### config.mk
export PLATFORM = sky130hd
export DESIGN_NAME = hp_fifo_rst_seq
export DESIGN_NICKNAME = d
export VERILOG_FILES = /design/src/rtl/hrs_pkg.sv /design/src/rtl/hrs_sync.sv /design/src/rtl/hrs_swbit.sv /design/src/rtl/hrs_seq_fsm.sv /design/src/rtl/hrs_outdec.sv /design/src/rtl/hp_fifo_rst_seq.sv
export SDC_FILE = /design/constraint.sdc
export NUM_CORES = 1
export LEC_CHECK = 0
export ABC_AREA = 1
export BUFFER_PORTS_ARGS = -buffer_cell sky130_fd_sc_hd__buf_4
export CAP_MARGIN = 30
export CELL_PAD_IN_SITES_DETAIL_PLACEMENT = 0
export CELL_PAD_IN_SITES_GLOBAL_PLACEMENT = 1
export CORE_MARGIN = 2
export CORE_UTILIZATION = 38
export DETAILED_ROUTE_END_ITERATION = 8
export GPL_TIMING_DRIVEN = 0
export PLACE_DENSITY = 0.85
export SLEW_MARGIN = 20
export SYNTH_ARGS = -nofsm -noshare
export SYNTH_HDL_FRONTEND = slang
export SYNTH_SLANG_ARGS = --single-unit
### constraint.sdc
create_clock -name clk -period 2.3 [get_ports clk]
set_input_delay 0.345 -clock clk [delete_from_list [all_inputs] [get_ports clk]]
set_output_delay 0.345 -clock clk [all_outputs]
set_load 0.005 [all_outputs]
### src/rtl/hrs_pkg.sv
package hrs_pkg;

    typedef enum logic [2:0] {
        ST_IDLE     = 3'd0,
        ST_WAIT_DMA = 3'd1,
        ST_RELEASE  = 3'd2,
        ST_HOLD     = 3'd3,
        ST_CLEAR    = 3'd4,
        ST_DONE     = 3'd5
    } seq_state_e;

    typedef struct packed {
        seq_state_e state;
        logic       hw_mode;
    } seq_regs_t;

endpackage

### src/rtl/hrs_sync.sv
module hrs_sync #(
    parameter int STAGES = 2
) (
    input  logic clk,
    input  logic rst_n,
    input  logic din,
    output logic dout
);
    logic [STAGES-1:0] stages_d, stages_q;
    logic [STAGES:0]   chain;

    always_comb begin
        chain    = {stages_q, din};
        stages_d = chain[STAGES-1:0];
    end

    always_ff @(posedge clk or negedge rst_n) begin
        if (!rst_n) stages_q <= '0;
        else        stages_q <= stages_d;
    end

    assign dout = stages_q[STAGES-1];
endmodule

### src/rtl/hrs_swbit.sv
module hrs_swbit (
    input  logic clk,
    input  logic rst_n,
    input  logic wr_en,
    input  logic wr_bit,
    input  logic seq_idle,
    input  logic hw_start,
    input  logic sw_done,
    output logic sw_start,
    output logic rd_bit
);
    logic done_d, done_q;

    always_comb begin
        sw_start = wr_en && wr_bit && seq_idle;
        done_d   = done_q;
        if (hw_start)                done_d = 1'b0;
        else if (sw_done)            done_d = 1'b1;
        else if (wr_en && seq_idle)  done_d = 1'b0;
    end

    always_ff @(posedge clk or negedge rst_n) begin
        if (!rst_n) done_q <= 1'b0;
        else        done_q <= done_d;
    end

    assign rd_bit = done_q;
endmodule

### src/rtl/hrs_seq_fsm.sv
module hrs_seq_fsm
    import hrs_pkg::*;
(
    input  logic       clk,
    input  logic       rst_n,
    input  logic       hw_seen,
    input  logic       host_strobe_n,
    input  logic       dma_busy,
    input  logic       sw_start,
    output logic       hw_start,
    output logic       sw_done,
    output logic       seq_idle,
    output seq_state_e state,
    output logic       hw_mode
);
    seq_regs_t r_d, r_q;

    always_comb begin
        r_d      = r_q;
        hw_start = hw_seen && !r_q.hw_mode;
        sw_done  = (r_q.state == ST_CLEAR) && !r_q.hw_mode;
        if (hw_start) begin
            r_d.hw_mode = 1'b1;
            r_d.state   = host_strobe_n ? ST_HOLD : ST_RELEASE;
        end else begin
            unique case (r_q.state)
                ST_IDLE: begin
                    if (sw_start)
                        r_d.state = host_strobe_n ? ST_HOLD : ST_WAIT_DMA;
                end
                ST_WAIT_DMA: begin
                    if (!dma_busy) r_d.state = ST_RELEASE;
                end
                ST_RELEASE: begin
                    if (host_strobe_n) r_d.state = ST_HOLD;
                end
                ST_HOLD: begin
                    if (r_q.hw_mode || !dma_busy) r_d.state = ST_CLEAR;
                end
                ST_CLEAR: begin
                    r_d.state = ST_DONE;
                end
                ST_DONE: begin
                    if (!(r_q.hw_mode && hw_seen)) begin
                        r_d.state   = ST_IDLE;
                        r_d.hw_mode = 1'b0;
                    end
                end
                default: begin
                    r_d.state   = ST_IDLE;
                    r_d.hw_mode = 1'b0;
                end
            endcase
        end
    end

    always_ff @(posedge clk or negedge rst_n) begin
        if (!rst_n) begin
            r_q.state   <= ST_IDLE;
            r_q.hw_mode <= 1'b0;
        end else begin
            r_q <= r_d;
        end
    end

    assign seq_idle = (r_q.state == ST_IDLE);
    assign state    = r_q.state;
    assign hw_mode  = r_q.hw_mode;
endmodule

### src/rtl/hrs_outdec.sv
module hrs_outdec
    import hrs_pkg::*;
(
    input  seq_state_e state,
    input  logic       hw_mode,
    output logic       host_wait,
    output logic       rst_busy,
    output logic       fifo_clr,
    output logic       reg_dflt,
    output logic       irq_clr
);
    always_comb begin
        host_wait = 1'b0;
        rst_busy  = 1'b0;
        fifo_clr  = 1'b0;
        unique case (state)
            ST_WAIT_DMA: begin host_wait = 1'b1; rst_busy = 1'b1; end
            ST_RELEASE:  begin rst_busy = 1'b1; end
            ST_HOLD:     begin host_wait = 1'b1; rst_busy = 1'b1; end
            ST_CLEAR:    begin host_wait = 1'b1; rst_busy = 1'b1; fifo_clr = 1'b1; end
            ST_DONE:     begin host_wait = 1'b1; end
            default:     begin end
        endcase
        reg_dflt = fifo_clr && hw_mode;
        irq_clr  = fifo_clr && hw_mode;
    end
endmodule

### src/rtl/hp_fifo_rst_seq.sv
module hp_fifo_rst_seq
    import hrs_pkg::*;
#(
    parameter int SYNC_STAGES = 2
) (
    input  logic clk,
    input  logic rst_n,
    input  logic hw_rst_i,
    input  logic host_strobe_n,
    input  logic dma_busy,
    input  logic cpu_wr_en,
    input  logic cpu_wr_bit,
    output logic cpu_rd_bit,
    output logic host_wait,
    output logic fifo_clr,
    output logic reg_dflt,
    output logic irq_clr,
    output logic rst_busy
);
    logic       hw_sync;
    logic       sw_start, hw_start, sw_done, seq_idle, hw_mode;
    seq_state_e state;

    hrs_sync #(.STAGES(SYNC_STAGES)) u_sync (
        .clk (clk),
        .rst_n (rst_n),
        .din (hw_rst_i),
        .dout (hw_sync)
    );

    hrs_swbit u_swbit (
        .clk      (clk),
        .rst_n    (rst_n),
        .wr_en    (cpu_wr_en),
        .wr_bit   (cpu_wr_bit),
        .seq_idle (seq_idle),
        .hw_start (hw_start),
        .sw_done  (sw_done),
        .sw_start (sw_start),
        .rd_bit   (cpu_rd_bit)
    );

    hrs_seq_fsm u_fsm (
        .clk           (clk),
        .rst_n         (rst_n),
        .hw_seen       (hw_sync),
        .host_strobe_n (host_strobe_n),
        .dma_busy      (dma_busy),
        .sw_start      (sw_start),
        .hw_start      (hw_start),
        .sw_done       (sw_done),
        .seq_idle      (seq_idle),
        .state         (state),
        .hw_mode       (hw_mode)
    );

    hrs_outdec u_dec (
        .state     (state),
        .hw_mode   (hw_mode),
        .host_wait (host_wait),
        .rst_busy  (rst_busy),
        .fifo_clr  (fifo_clr),
        .reg_dflt  (reg_dflt),
        .irq_clr   (irq_clr)
    );
endmodule

==> reports/results.tsv <==
metric	value	unit
synth_top_area_share	30.9	%
critPathCaptureType	primary output	
final.setup_skew	0.00668	ns
diodes	0	
clock.fmax	581	MHz
drt-total-wl	1250	µm
drc	0	
place_hpwl	966	µm
core_area	0.00135	mm²
antenna_found_initial	0	
slew-limit-headroom	82.4	%
crit_required	1.96	ns
start_util	42.0	%
routed_via_density	4.86	
syn_area	567	µm²
fin_crit	1.72	ns
ys_top_cells_by_area	dfrtp_1 (31%), nand2_1 (11%), nand3_1 (11%), nor2_4 (6.0%), nor2_1 (5.3%)	
grt_first_pass_wirelength	2200	µm
avgSynthCellArea	7.36	µm²
fin_nets	102	
ys_ff_latch	7	
clk-insertion-delay-late	0.26	ns
crit_fanout	8	
post_cts_resized	0	
synth-adder-area-share	0	%
drt_iter0_drc	6	
root_buffer	clkbuf_4	
hp-class	in -> reg	
clk_pin_slew	0.05	ns
start_kind	register	
io-pin-count	13	
cts_buffers	3	
fin_area	712	µm²
wl_per_cell	11.4	µm
drtPass1Iterations	4	
multi_input_area	319	µm²
synth.area.mux_share	0	%
seqCellArea	175	µm²
leakage	0.382	nW
synth_xor_area_share	0	%
grt_use_total	16.1	%
synth_cell_type_count	22	
synth_top_cell_by_area	dfrtp_1	
hold_viol	0	
max_cap_viol_count	0	
synth-simple-area-share	48.3	%
dp_cells	104	
netlist_instances	77	
cp_data_arrival_time	1.38	ns
slew_viol_final	0	
drt.antenna.violating_nets	0	
cts_tree	yes	
yosysSeqAreaShare	30.9	%
die_w	42.6	µm
synth_compound_area_share	7.95	%
area_delta_synth_final	25.6	%
rsz0062_at_grt	false	
max_stage_delay	0.37	ns
worst_pin_slew	0.264	ns
placementRows	13	
period_share	74.8	%
finalSetupViolCount	0	
io_buffers	12	
dieArea	0.00182	mm²
grt_overflow_total	0	
path_cells	buf_6, nor2_4, nand2_1, nor2_1, buf_4, buf_4	
clk_path_buf_depth	2	
worst_path_most_repeated_cell	buf_4	
place_congestion	0.782	
synth_warnings	0	
cts.sinks	7	
ir_worst_vdd	821	µV
grt_pass1_vias	500	
synth_top_family_by_area	simple AND/OR/NAND/NOR gates	
cts.htree.levels	1	
fillers	134	
dpl-instance-area	676	µm²
cellPowerDensity	1190	mW/mm²
synth.net_count	84	
grt_max_degree	11	
drive_above_1_share	33.0	%
cp_slowest_cell	dfrtp_1	
criticalPathCategory	reg -> out	
finalSetupTns	0	ns
fin_cells	109	
vias	530	
status	completed	
r2r_slack	1.05	ns
dieHeight	42.6	µm
through the flow:
stage                     util (%)  power [mW]  hold slack, ns  setup slack, ns
final                         52.7       0.844           0.202            0.579
after global placement        50.0       0.731           0.160            0.867
after global routing          52.7       0.926           0.185            0.464
after CTS                     52.7       0.852           0.194            0.563
after detailed placement      50.0       0.737           0.162            0.834
after floorplan                  -       0.597          0.0494            0.989
final cells by class:
class                   instances  share of cell area (%)
clock buffers                   4                    3.69
plain buffers                   3                    4.57
flip-flops and latches          7                    24.6
inverters                      10                    5.62
repair buffers                 13                    14.1
well taps                      15                    2.64
multi-input cells              57                    44.8
sequential cells by signal, summed over array words and instances, names as in the netlist:
signal / flops
u_fsm.hw_mode: 1
u_swbit.rd_bit: 1
u_sync.stages_q: 2
u_fsm.state: 3
critical path, delay by kind of cell (launching register included):
family / cells / cell delay [ns]
flip-flops: 1 / 0.37
buffers and inverters: 3 / 0.36
AND/OR/NAND/NOR: 3 / 0.39
synthesized netlist by cell type:
library cell and instances:
o21ai_0 2, inv_4 1, nand2_2 3, buf_4 1, nand3_1 12, nor2_4 3, buf_6 1, nand2_4 1
nand4_1 1, inv_2 1, dfrtp_1 7, inv_1 7, clkbuf_8 1, a21oi_1 4, a21boi_1 1, clkinv_1 1
nand3b_4 1, nand3_4 1, nand2_1 17, nor2_2 2, nor2_1 8, a21boi_0 1
per-layer routing:
layer	wire [µm]	global-route usage, %	vias up
met3	54	5.17	3
li1	-	-	279
met1	530	19.3	235
met4	7	5.63	0
met5	0	0	-
met2	656	26.7	13
cell families (layout without fill, tap and decap cells):
logic type             Yosys count  count (layout)
and+or+nand+nor                 49              49
buffers and inverters           13              30
AOI/OAI and AO/OA                8               8
DFF                              7               7
power by group:
part / switching (mW) / leakage [nW] / internal (mW)
logic: 0.301 / 0.283 / 0.236
clock network: 0.0447 / 0.0150 / 0.0662
registers: 0.0345 / 0.0846 / 0.161
total: 0.380 / 0.382 / 0.464
layout by cell type (no fill, tap or decap), types with 2 or more instances in the layout:
| master | n |
|---|---|
| dfrtp_1 | 7 |
| inv_1 | 7 |
| nor2_2 | 2 |
| nor2_1 | 8 |
| nand2_1 | 17 |
| clkbuf_4 | 3 |
| buf_4 | 13 |
| nand3_1 | 12 |
| nand2_2 | 3 |
| a21oi_1 | 4 |
| nor2_4 | 3 |
| o21ai_0 | 2 |
path summary, 6_finish.rpt:
| kind | start | endpoint | cells past startpoint |
|---|---|---|---|
| worst min register to register | u_sync.stages_q[0] | u_sync.stages_q[1] | 0 |
| worst min-delay path | hw_rst_i | u_sync.stages_q[0] | 1 |
| max in group asynchronous | rst_n | u_fsm.state[2] | 2 |
| worst max register to register | u_fsm.hw_mode | u_fsm.state[2] | 7 |
| worst max-delay path | u_fsm.state[0] | reg_dflt | 6 |
| min in group asynchronous | rst_n | u_sync.stages_q[0] | 2 |
timing repair:
item	CTS	global route
endpoints found under the hold margin	7	0
hold buffers	1	0
setup buffers	0	0
Power figures use the tool's default switching activity.
